==> config.mk <==
export PLATFORM = sky130hd
export DESIGN_NAME = qmod_mixer
export DESIGN_NICKNAME = d
export VERILOG_FILES = /design/src/rtl/qmod_pkg.sv /design/src/rtl/qmod_phase.sv /design/src/rtl/qmod_carrier.sv /design/src/rtl/qmod_lane.sv /design/src/rtl/qmod_mixer.sv
export SDC_FILE = /design/constraint.sdc
export NUM_CORES = 2
export LEC_CHECK = 0
export BUFFER_PORTS_ARGS = -buffer_cell sky130_fd_sc_hd__buf_2
export CAP_MARGIN = 20
export CORE_ASPECT_RATIO = 0.7
export CORE_MARGIN = 4
export CORE_UTILIZATION = 65
export DETAILED_ROUTE_END_ITERATION = 8
export MAX_ROUTING_LAYER = met4
export PLACE_DENSITY = 0.82
export SYNTH_ARGS = -nofsm -noshare
export SYNTH_HDL_FRONTEND = slang
export SYNTH_SLANG_ARGS = --single-unit
==> constraint.sdc <==
create_clock -name clk -period 16.85 [get_ports clk]
set_clock_uncertainty 0.05 [all_clocks]
set_input_delay 3.37 -clock clk [delete_from_list [all_inputs] [get_ports clk]]
set_output_delay 3.37 -clock clk [all_outputs]
set_load 0.02 [all_outputs]
==> src/rtl/qmod_pkg.sv <==
package qmod_pkg;

  // Carrier frequency selection, as a fraction of the output sample rate.
  typedef enum logic [1:0] {
    CAR_NONE    = 2'd0,
    CAR_HALF    = 2'd1,
    CAR_QUARTER = 2'd2,
    CAR_EIGHTH  = 2'd3
  } car_sel_e;

  // Operating mode seen by the phase tracker.
  typedef struct packed {
    logic     cplx;
    car_sel_e sel;
  } mix_mode_t;

endpackage

==> src/rtl/qmod_phase.sv <==
module qmod_phase #(
  parameter int PHW = 3,
  parameter int MW  = 3
) (
  input  logic           clk,
  input  logic           rst_n,
  input  logic           in_valid,
  input  logic [MW-1:0]  mode,
  output logic [PHW-1:0] eff_phase,
  output logic           mode_chg
);

  logic [PHW-1:0] phase_q;
  logic [MW-1:0]  mode_q;

  assign mode_chg  = (mode != mode_q);
  assign eff_phase = mode_chg ? '0 : phase_q;

  always_ff @(posedge clk or negedge rst_n) begin
    if (!rst_n) begin
      phase_q <= '0;
      mode_q  <= '0;
    end else begin
      mode_q  <= mode;
      phase_q <= in_valid ? eff_phase + PHW'(1) : eff_phase;
    end
  end

  // steady mode, each accepted sample moves the phase by one
  a_r3_phase_advance: assert property (@(posedge clk) disable iff (!rst_n)
    in_valid && !mode_chg |=> phase_q == $past(phase_q) + PHW'(1));

  // a mode switch restarts the carrier at phase zero
  a_r10_restart_with_sample: assert property (@(posedge clk) disable iff (!rst_n)
    mode_chg && in_valid |=> phase_q == PHW'(1));

  a_r10_restart_idle: assert property (@(posedge clk) disable iff (!rst_n)
    mode_chg && !in_valid |=> phase_q == '0);

endmodule

==> src/rtl/qmod_carrier.sv <==
module qmod_carrier
  import qmod_pkg::*;
#(
  parameter int PHW       = 3,
  parameter int CW        = 17,
  parameter int FRAC      = 15,
  parameter int ROOT_HALF = 23170
) (
  input  car_sel_e              sel,
  input  logic [PHW-1:0]        phase,
  output logic signed [CW-1:0]  cos_c,
  output logic signed [CW-1:0]  sin_c
);

  localparam logic signed [CW-1:0] K_ONE  = CW'(2 ** FRAC);
  localparam logic signed [CW-1:0] K_MONE = -K_ONE;
  localparam logic signed [CW-1:0] K_H    = CW'(ROOT_HALF);
  localparam logic signed [CW-1:0] K_MH   = -K_H;
  localparam logic signed [CW-1:0] K_ZERO = '0;

  logic [2:0] n;
  assign n = phase[2:0];

  always_comb begin
    cos_c = K_ONE;
    sin_c = K_ZERO;
    unique case (sel)
      CAR_NONE: begin
        cos_c = K_ONE;
        sin_c = K_ZERO;
      end
      CAR_HALF: begin
        cos_c = n[0] ? K_MONE : K_ONE;
        sin_c = K_ZERO;
      end
      CAR_QUARTER: begin
        case (n[1:0])
          2'd0:    begin cos_c = K_ONE;  sin_c = K_ZERO; end
          2'd1:    begin cos_c = K_ZERO; sin_c = K_ONE;  end
          2'd2:    begin cos_c = K_MONE; sin_c = K_ZERO; end
          default: begin cos_c = K_ZERO; sin_c = K_MONE; end
        endcase
      end
      CAR_EIGHTH: begin
        case (n)
          3'd0:    begin cos_c = K_ONE;  sin_c = K_ZERO; end
          3'd1:    begin cos_c = K_H;    sin_c = K_H;    end
          3'd2:    begin cos_c = K_ZERO; sin_c = K_ONE;  end
          3'd3:    begin cos_c = K_MH;   sin_c = K_H;    end
          3'd4:    begin cos_c = K_MONE; sin_c = K_ZERO; end
          3'd5:    begin cos_c = K_MH;   sin_c = K_MH;   end
          3'd6:    begin cos_c = K_ZERO; sin_c = K_MONE; end
          default: begin cos_c = K_H;    sin_c = K_MH;   end
        endcase
      end
      default: begin
        cos_c = K_ONE;
        sin_c = K_ZERO;
      end
    endcase
  end

endmodule

==> src/rtl/qmod_lane.sv <==
module qmod_lane #(
  parameter int DW   = 16,
  parameter int CW   = 17,
  parameter int FRAC = 15
) (
  input  logic signed [DW-1:0] a,
  input  logic signed [DW-1:0] b,
  input  logic signed [CW-1:0] ka,
  input  logic signed [CW-1:0] kb,
  output logic signed [DW-1:0] y,
  output logic                 sat_hit
);

  localparam int SW = DW + CW + 1;
  localparam logic signed [SW-1:0] RND = SW'(2 ** (FRAC - 1));
  localparam logic signed [SW-1:0] HI  = SW'(2 ** (DW - 1) - 1);
  localparam logic signed [SW-1:0] LO  = -HI - SW'(1);

  // Full-precision a*ka + b*kb, rounded half up and scaled down by 2^FRAC.
  function automatic logic signed [SW-1:0] mix_round(
    input logic signed [DW-1:0] x,
    input logic signed [DW-1:0] z,
    input logic signed [CW-1:0] kx,
    input logic signed [CW-1:0] kz
  );
    logic signed [SW-1:0] acc;
    acc = (SW'(x) * SW'(kx)) + (SW'(z) * SW'(kz)) + RND;
    return acc >>> FRAC;
  endfunction

  // Clamp to the signed DW-bit range.
  function automatic logic signed [DW-1:0] clamp(input logic signed [SW-1:0] v);
    if (v > HI)      return DW'(HI);
    else if (v < LO) return DW'(LO);
    else             return v[DW-1:0];
  endfunction

  logic signed [SW-1:0] wide;

  always_comb begin
    wide    = mix_round(a, b, ka, kb);
    y       = clamp(wide);
    sat_hit = (wide > HI) || (wide < LO);
  end

endmodule

==> src/rtl/qmod_mixer.sv <==
module qmod_mixer
  import qmod_pkg::*;
#(
  parameter int DW        = 16,
  parameter int CW        = 17,
  parameter int FRAC      = 15,
  parameter int PHW       = 3,
  parameter int ROOT_HALF = 23170
) (
  input  logic                 clk,
  input  logic                 rst_n,
  input  logic                 in_valid,
  input  logic signed [DW-1:0] in_i,
  input  logic signed [DW-1:0] in_q,
  input  logic [1:0]           freq_sel,
  input  logic                 cplx_en,
  output logic                 out_valid,
  output logic signed [DW-1:0] out_i,
  output logic signed [DW-1:0] out_q
);

  localparam int NLANE = 2;
  localparam int MW    = $bits(mix_mode_t);
  localparam logic signed [CW-1:0] K_ONE = CW'(2 ** FRAC);

  mix_mode_t      mode_w;
  logic [PHW-1:0] phase;
  logic           mode_chg;

  assign mode_w.cplx = cplx_en;
  assign mode_w.sel  = car_sel_e'(freq_sel);

  qmod_phase #(.PHW(PHW), .MW(MW)) u_phase (
    .clk       (clk),
    .rst_n     (rst_n),
    .in_valid  (in_valid),
    .mode      (mode_w),
    .eff_phase (phase),
    .mode_chg  (mode_chg)
  );

  logic signed [CW-1:0] cos_c, sin_c;

  qmod_carrier #(.PHW(PHW), .CW(CW), .FRAC(FRAC), .ROOT_HALF(ROOT_HALF)) u_carrier (
    .sel   (mode_w.sel),
    .phase (phase),
    .cos_c (cos_c),
    .sin_c (sin_c)
  );

  // Coefficient pairs per lane: lane_out = in_i*ka + in_q*kb.
  logic signed [CW-1:0] ka [NLANE];
  logic signed [CW-1:0] kb [NLANE];
  logic signed [DW-1:0] lane_y [NLANE];
  logic [NLANE-1:0]     lane_sat;

  always_comb begin
    if (mode_w.sel == CAR_NONE) begin
      ka[0] = K_ONE; kb[0] = '0;
      ka[1] = '0;    kb[1] = K_ONE;
    end else if (!cplx_en) begin
      ka[0] = cos_c; kb[0] = '0;
      ka[1] = '0;    kb[1] = sin_c;
    end else begin
      ka[0] = cos_c; kb[0] = -sin_c;
      ka[1] = sin_c; kb[1] = cos_c;
    end
  end

  for (genvar g = 0; g < NLANE; g++) begin : g_lane
    qmod_lane #(.DW(DW), .CW(CW), .FRAC(FRAC)) u_lane (
      .a       (in_i),
      .b       (in_q),
      .ka      (ka[g]),
      .kb      (kb[g]),
      .y       (lane_y[g]),
      .sat_hit (lane_sat[g])
    );
  end

  // Named event for the checks below: a clamped result is being captured.
  logic clamp_evt;
  assign clamp_evt = in_valid && (|lane_sat);

  always_ff @(posedge clk or negedge rst_n) begin
    if (!rst_n) begin
      out_valid <= 1'b0;
      out_i     <= '0;
      out_q     <= '0;
    end else begin
      out_valid <= in_valid;
      if (in_valid) begin
        out_i <= lane_y[0];
        out_q <= lane_y[1];
      end
    end
  end

  // one-cycle latency on the strobe
  a_r1_valid_latency: assert property (@(posedge clk) disable iff (!rst_n)
    in_valid |=> out_valid);

  // no strobe, no new output and the held value stays
  a_r1_hold_idle: assert property (@(posedge clk) disable iff (!rst_n)
    !in_valid |=> !out_valid && $stable(out_i) && $stable(out_q));

  // bypass returns the input samples unchanged
  a_r2_bypass: assert property (@(posedge clk) disable iff (!rst_n)
    out_valid && ($past(freq_sel) == CAR_NONE) |->
      out_i == $past(in_i) && out_q == $past(in_q));

  // real form at fs/2 has a zero sine carrier
  a_r4_half_sine_zero: assert property (@(posedge clk) disable iff (!rst_n)
    out_valid && ($past(freq_sel) == CAR_HALF) && !$past(cplx_en) |-> out_q == '0);

  // a clamped result lands on a range end, never wraps
  a_r9_no_overflow: assert property (@(posedge clk) disable iff (!rst_n)
    clamp_evt |=> (out_i == DW'(2 ** (DW - 1) - 1) || out_i == DW'(2 ** (DW - 1)) ||
                   out_q == DW'(2 ** (DW - 1) - 1) || out_q == DW'(2 ** (DW - 1))));

endmodule

* Yosys cells after proc, flatten, opt, wreduce, memory -nomap -nowiden
Index checks and enable logic that the tools add are counted.
** Operators by class
- $add $sub $neg :: 6
- Multipliers :: 4
- Magnitude comparators :: 4
- Equal/unequal tests :: 12
- Multiplexer cells :: 17
- Reductions and logical operators :: 9
** Operators with widths (number)
- case mux 17 bit (4 select lines) :: 2
- multiplier 16 x 17 -> 33 bit :: 4
- 2-to-1 mux 34 bit :: 3
- case mux 17 bit (3 select lines) :: 2
- adder 34 x 16 -> 34 bit, second input constant :: 2
- adder 34 bit :: 2
- case mux 17 bit (2 select lines) :: 2
- 2-to-1 mux 16 bit :: 4
- greater-than comparator 19 x 16 -> 1 bit, second input constant :: 2
- less-than comparator 19 x 16 -> 1 bit, second input constant :: 2
- 2-to-1 mux 17 bit :: 2
- negator 17 bit :: 1
- OR reduction 2 bit :: 6
- == test 3 bit, second input constant :: 3
- == test 2 bit, second input constant :: 3
- == test 3 x 2 -> 1 bit, second input constant :: 2
- 2-to-1 mux 3 bit :: 2
- == test 2 x 1 -> 1 bit, second input constant :: 2
- logical NOT 2 bit :: 2
- adder 3 x 1 -> 3 bit, second input constant :: 1
- == test 3 x 1 -> 1 bit, second input constant :: 1
- logical NOT 3 bit :: 1
- != test 3 bit :: 1
** Storage, ports and cells
- Register bits :: 39
- Output and inout port bits :: 33

* Logic depth before layout (Yosys ltp)
- Depth in word-level cells :: 15
- Mapped depth :: 49
- Gate-level depth less buffers :: 45

* Cells and area by module
A second synthesis with hierarchy kept.
** Unflattened totals
- Cells, all modules :: 4670
- Area, all modules :: 44340.0 sq um
** By module, submodules not included
- qmod_lane (g_lane[1].u_lane) :: times used 1, cells an instance 2188, area an instance 20837.5 sq um
- qmod_lane (g_lane[0].u_lane) :: times used 1, cells an instance 2203, area an instance 20816.2 sq um
- qmod_mixer :: times used 1, cells an instance 205, area an instance 2070.7 sq um
- qmod_carrier :: times used 1, cells an instance 52, area an instance 351.6 sq um
- qmod_phase :: times used 1, cells an instance 22, area an instance 264.0 sq um

* Worst setup path after synthesis
No wires, ideal clock.
- Kind :: input port to flip-flop
- Start :: input cplx_en
- End :: register out_i[4]
- Setup time :: 146 ps
- Arrival :: 13086 ps
- Setup slack :: 3568 ps
- Stages :: 46
- Path buffers :: 6
- Path through :: buf_6 > xnor2_1 > and3_4 > and2_4 > inv_4 > nor2_1 > clkbuf_1 > buf_1 > ha_1 > and2_1 > clkbuf_1 > clkbuf_1 > nand2_1 > fa_1 > inv_1 > fa_1 > inv_1 > fa_1 > (+10 left out) > o21a_1 > a311o_1 > a31oi_1 > or4_1 > nand2_1 > xnor2_1 > ha_1 > ha_1 > a21o_1 > a21oi_1 > o21ai_0 > nand2_1 > nand2_1 > o311ai_1 > nand3_2 > a311oi_2 > buf_6 > o311ai_2
** On the way
- Longest elaborated chain between the ends :: 15
- Elaborated cells on any way between the ends :: 36
- Classes of those cells :: 3 x add/sub; 2 x mul; 2 x order compare; 9 x eq/ne; 13 x mux; 7 x reduce/logical
** Ends and longest elaborated chain
- start, declared :: RTL line qmod_mixer.sv:16 : input logic cplx_en,
- != test 3 bit :: RTL line qmod_phase.sv:16 : assign mode_chg = (mode != mode_q);
- 2-to-1 mux 3 bit :: RTL line qmod_phase.sv:17 : assign eff_phase = mode_chg ? '0 : phase_q;
- == test 3 bit, or another cell as far along :: RTL line qmod_carrier.sv:45 : case (n)
- OR reduction 2 bit (no source line)
- case mux 17 bit (4 select lines) / case mux 17 bit (2 select lines) (equally long branches) :: RTL line qmod_carrier.sv:45, qmod_carrier.sv:37
- case mux 17 bit (3 select lines) :: RTL line qmod_carrier.sv:27 : unique case (sel)
- negator 17 bit :: RTL line qmod_mixer.sv:65 : ka[0] = cos_c; kb[0] = -sin_c;
- 2-to-1 mux 34 bit :: RTL line qmod_mixer.sv:61 : end else if (!cplx_en) begin
- 2-to-1 mux 34 bit :: RTL line qmod_mixer.sv:58 : if (mode_w.sel == CAR_NONE) begin
- multiplier 16 x 17 -> 33 bit :: RTL line qmod_lane.sv:27 : acc = (SW'(x) * SW'(kx)) + (SW'(z) * SW'(kz)) + RND;
- adder 34 bit * :: RTL line qmod_lane.sv:27
- adder 34 x 16 -> 34 bit * :: RTL line qmod_lane.sv:27
- less-than comparator 19 x 16 -> 1 bit :: RTL line qmod_lane.sv:34 : else if (v < LO) return DW'(LO);
- 2-to-1 mux 16 bit :: RTL line qmod_lane.sv:34
- 2-to-1 mux 16 bit * :: RTL line qmod_lane.sv:33 : if (v > HI) return DW'(HI);
- end signal, assigned :: RTL line qmod_mixer.sv:93 : out_i <= lane_y[0];
- end, declared :: RTL line qmod_mixer.sv:18 : output logic signed [DW-1:0] out_i,
Mark *: on every way between the ends. The rest lies on a longest branch, timed or not.
A chain may end at the register's enable or synchronous reset.

* Final worst setup path
- Start :: input freq_sel[0]
- End :: register out_i[9]
** On the way
- Longest elaborated chain between the ends :: 15
- Elaborated cells on any way between the ends :: 41
- Classes of those cells :: 3 x add/sub; 2 x mul; 2 x order compare; 12 x eq/ne; 13 x mux; 9 x reduce/logical
** Ends and longest elaborated chain
- start, declared :: RTL line qmod_mixer.sv:15 : input logic [1:0] freq_sel,
- != test 3 bit :: RTL line qmod_phase.sv:16
- 2-to-1 mux 3 bit :: RTL line qmod_phase.sv:17
- == test 3 bit, or another cell as far along :: RTL line qmod_carrier.sv:45
- OR reduction 2 bit (no source line)
- case mux 17 bit (4 select lines) / case mux 17 bit (2 select lines) (equally long branches) :: RTL line qmod_carrier.sv:45, qmod_carrier.sv:37
- case mux 17 bit (3 select lines) :: RTL line qmod_carrier.sv:27
- negator 17 bit :: RTL line qmod_mixer.sv:65
- 2-to-1 mux 34 bit :: RTL line qmod_mixer.sv:61
- 2-to-1 mux 34 bit :: RTL line qmod_mixer.sv:58
- multiplier 16 x 17 -> 33 bit :: RTL line qmod_lane.sv:27
- adder 34 bit * :: RTL line qmod_lane.sv:27
- adder 34 x 16 -> 34 bit * :: RTL line qmod_lane.sv:27
- less-than comparator 19 x 16 -> 1 bit :: RTL line qmod_lane.sv:34
- 2-to-1 mux 16 bit :: RTL line qmod_lane.sv:34
- 2-to-1 mux 16 bit * :: RTL line qmod_lane.sv:33
Marks and branches as above.

==> results.txt <==
The run finished with clean final reports. Routability-driven placement finished with a final weighted congestion of 0.979. The final-stage net count is 5,792, and the share of final-layout standard cells stronger than drive strength 1 is 3.63%.

After clock tree synthesis, the clock-pin slew on the worst setup and hold paths is 60 ps. Clock latency on the worst-skew pair: 330 ps. The multi-input combinational cells in the finished layout cover a total of 0.0337 sq mm. Setup total negative slack on the finished layout was measured at 0 ps. The layout-stage area growth over the synthesis result was 3.57%; the number of enable-type register cells in the synthesized netlist was 0.

The number of antenna violations at the first check in global routing is 4, and the total number of vias is 28,300. The tightest min-delay check is of the reg2reg type. A synthesized cell averages 9.28 sq um.

The worst setup path is of the in2reg kind. In the synthesized netlist, the cells that appear most often are 1,317 x inv_1, 961 x fa_1, 464 x ha_1, 292 x nand2_1, 161 x and2_1. The number of distinct library cells after synthesis was 82. The count of input and output buffers was 70; the number of buffers inserted during clock tree synthesis was 5. The critical-path cell with the highest stage delay is and3_1. Reported max-cap violation count: 0. In the post-synthesis netlist, the biggest area contributors are fa_1 48%, ha_1 15%, inv_1 12%. The root buffer cell was clkbuf_16. The via-per-instance ratio is 5.51, and the net count after synthesis is 5,773.

The cell count after synthesis came out at 4,310. The die covers 0.0656 sq mm. For the placed wire-length estimate, the log shows 86,000 um.

For the aggregate global routing overflow, the log shows 0. The maximum number of pins on one net before global-route repair came out at 50. The first detailed-routing pass ran for 8 iterations. After layout, the worst path uses 85.5% of the clock period. The most used flip-flop cell after synthesis is dfrtp_1. Count of unresolved DRC violations after routing: 0. Counting flops with an async set or reset pin after synthesis yields a share of 100%. For this run, the top clock speed supported by timing is 0.0694 GHz. Of the synthesized area, sequential elements account for 2.44%. Once detail routing completed, the nets flagged for antenna violations numbered 0.

Setup repair after global routing left no endpoint under its margin. The most repeated cell in the gate-level netlist after synthesis is inv_1. For the pin with the worst max-slew slack, the measured transition is 963 ps.

Global routing used 31.9% of the available tracks. The tools report the area taken by flip-flops and latches as 976 sq um. 71 I/O pins were placed. The core region is 0.0604 sq mm.

The initial utilization of the core area, before any placement, comes to 66.2%. In this run, the number of DRC markers left after iteration 0 of detailed routing was 2,201. The tools report the clock tree buffer depth as 2. Measured along the y axis, the die boundary spans 216 um.

The number of rows in the core area was 75. The tools report the count of synthesis-stage warnings from yosys as 0. The count of filler cells inserted in the layout was 4,561. VDD sags by at most 0.973 mV. The first-pass GRT wire length is 162,000 um, and the remaining max-slew budget at the tightest pin is 35.6%. The arrival time of the worst setup path is 14,580 ps. For the synthesized cell area, the log shows 0.0400 sq mm. Of all nets on the critical path, the largest fanout is 18.

On the worst path, the slowest cell contributes a delay of 690 ps. The kind of start point of the critical path was an input pin. For this design the ratio of total power to cell area is 161 mW/mm^2.

The final count of pins violating max slew was 0. Wires add up to 96,900 um. The number of gates resized after CTS was 0.

The flop and latch count out of synthesis was 39; the number of hold-repair buffers added at the cts stage was 0. The power after layout is 6.66 mW. For the buffer count from post-CTS setup fixing, the log shows 0. The clock drives 39 sinks.

Library cell with the largest summed area after synthesis: fa_1. For the worst setup path, the data required time is 17,020 ps. The tools report the final count of negative-setup-slack endpoints as 0. The average detailed-routed wire length per instance is 18.9 um, and the CTS H-tree depth is 2.

Counting I/O delays and the setup requirement, the final critical path takes 14,400 ps. Of the post-synthesis cell area, the dominant cell type holds 48.1%. The die is 304 um wide. TritonCTS built the clock tree. The tools report the via count of the first global-routing pass as 31,000. The element type at the critical path end was a register. The tools report the leakage power as 22.9 nW. Final hold violation count: 0.
layer usage:
metal,routed length [um],vias to the layer above,share of wire (%),track usage (%)
li1,-,13000,-,-
met1,42000,14000,43,44.2
met2,41300,1275,43,45.6
met3,12100,110,12,12.5
met4,1570,0,1.6,5.18
met5,0,-,0,-
critical path, delay by kind of cell:
kind / cells / cell delay (ps)
fa+ha+maj: 10 / 4360
compound gates: 10 / 2030
xor+xnor: 2 / 550
buf+inv: 8 / 780
simple gates: 11 / 3500
placed cells by master (no fill, tap or decap), drive strengths merged, types with 13 or more instances in the layout:
cell type / synthesis / final
or2: 15 / 15
o311ai: 13 / 13
a21oi: 132 / 132
buf: 9 / 93
fa: 961 / 961
and3: 49 / 49
and2: 162 / 162
nor2: 122 / 122
inv: 1318 / 1318
ha: 464 / 464
xnor2: 136 / 136
o21a: 22 / 22
a21o: 65 / 65
nand3: 37 / 37
nand4: 13 / 13
xor2: 37 / 37
nor2b: 23 / 23
o21bai: 17 / 17
nand2: 292 / 292
nand2b: 25 / 25
nor3: 28 / 28
a31oi: 17 / 17
o22ai: 15 / 15
dfrtp: 39 / 39
o21ai: 90 / 90
power by group:
| part | switching, mW | total, mW | internal (mW) |
|---|---|---|---|
| clock network | 0.0531 | 0.127 | 0.0741 |
| registers | 0.0258 | 0.230 | 0.205 |
| logic | 3.69 | 6.30 | 2.61 |
| total | 3.77 | 6.66 | 2.89 |
cell families after synthesis:
logic type	share of synthesized area [%]
simple gates	9.88
mux	0.0782
xor+xnor	3.79
flops	2.44
fa+ha+maj	62.6
buf+inv	13.2
compound gates	7.97
final timing paths:
check                                  start         to  slack, ps  cells past startpoint
max                              freq_sel[0]   out_i[9]       2450                     41
min                                 out_i[9]   out_i[9]        450                      2
max reg2reg                u_phase.mode_q[0]   out_i[9]       5320                     40
max in group asynchronous              rst_n   out_i[5]      13320                      2
min in group asynchronous              rst_n  out_valid       2900                      1
min reg2reg                         out_i[9]   out_i[9]        450                      2
registers in the layout (all words and copies together), names as in the netlist:
signal	flops
u_phase.phase_q	3
u_phase.mode_q	3
out_valid	1
out_i	16
out_q	16
final cells by class:
cell class / instances / share of cell area, %
flip-flops and latches: 39 / 2.36
repair buffers: 93 / 1.30
multi-input cells: 2871 / 81.5
diodes: 3 / 0.0181
clock buffers: 6 / 0.335
clock inverters: 2 / 0.0846
well taps: 808 / 2.44
inverters: 1319 / 12.0
per-stage QoR:
| stage | hold slack (ps) | area, sq um | util (%) | instances | setup slack (ps) |
|---|---|---|---|---|---|
| floorplan | 529 | 40000 | - | 4310 | 3570 |
| global placement | 431 | 41200 | 68.1 | 5124 | 2370 |
| detailed placement | 443 | 41200 | 68.1 | 5124 | 1930 |
| CTS | 459 | 41300 | 68.4 | 5132 | 2240 |
| global route | 479 | 41400 | 68.5 | 5141 | 1810 |
| finish | 452 | 41400 | 68.5 | 5141 | 2450 |
Power figures use the tool's default switching activity.
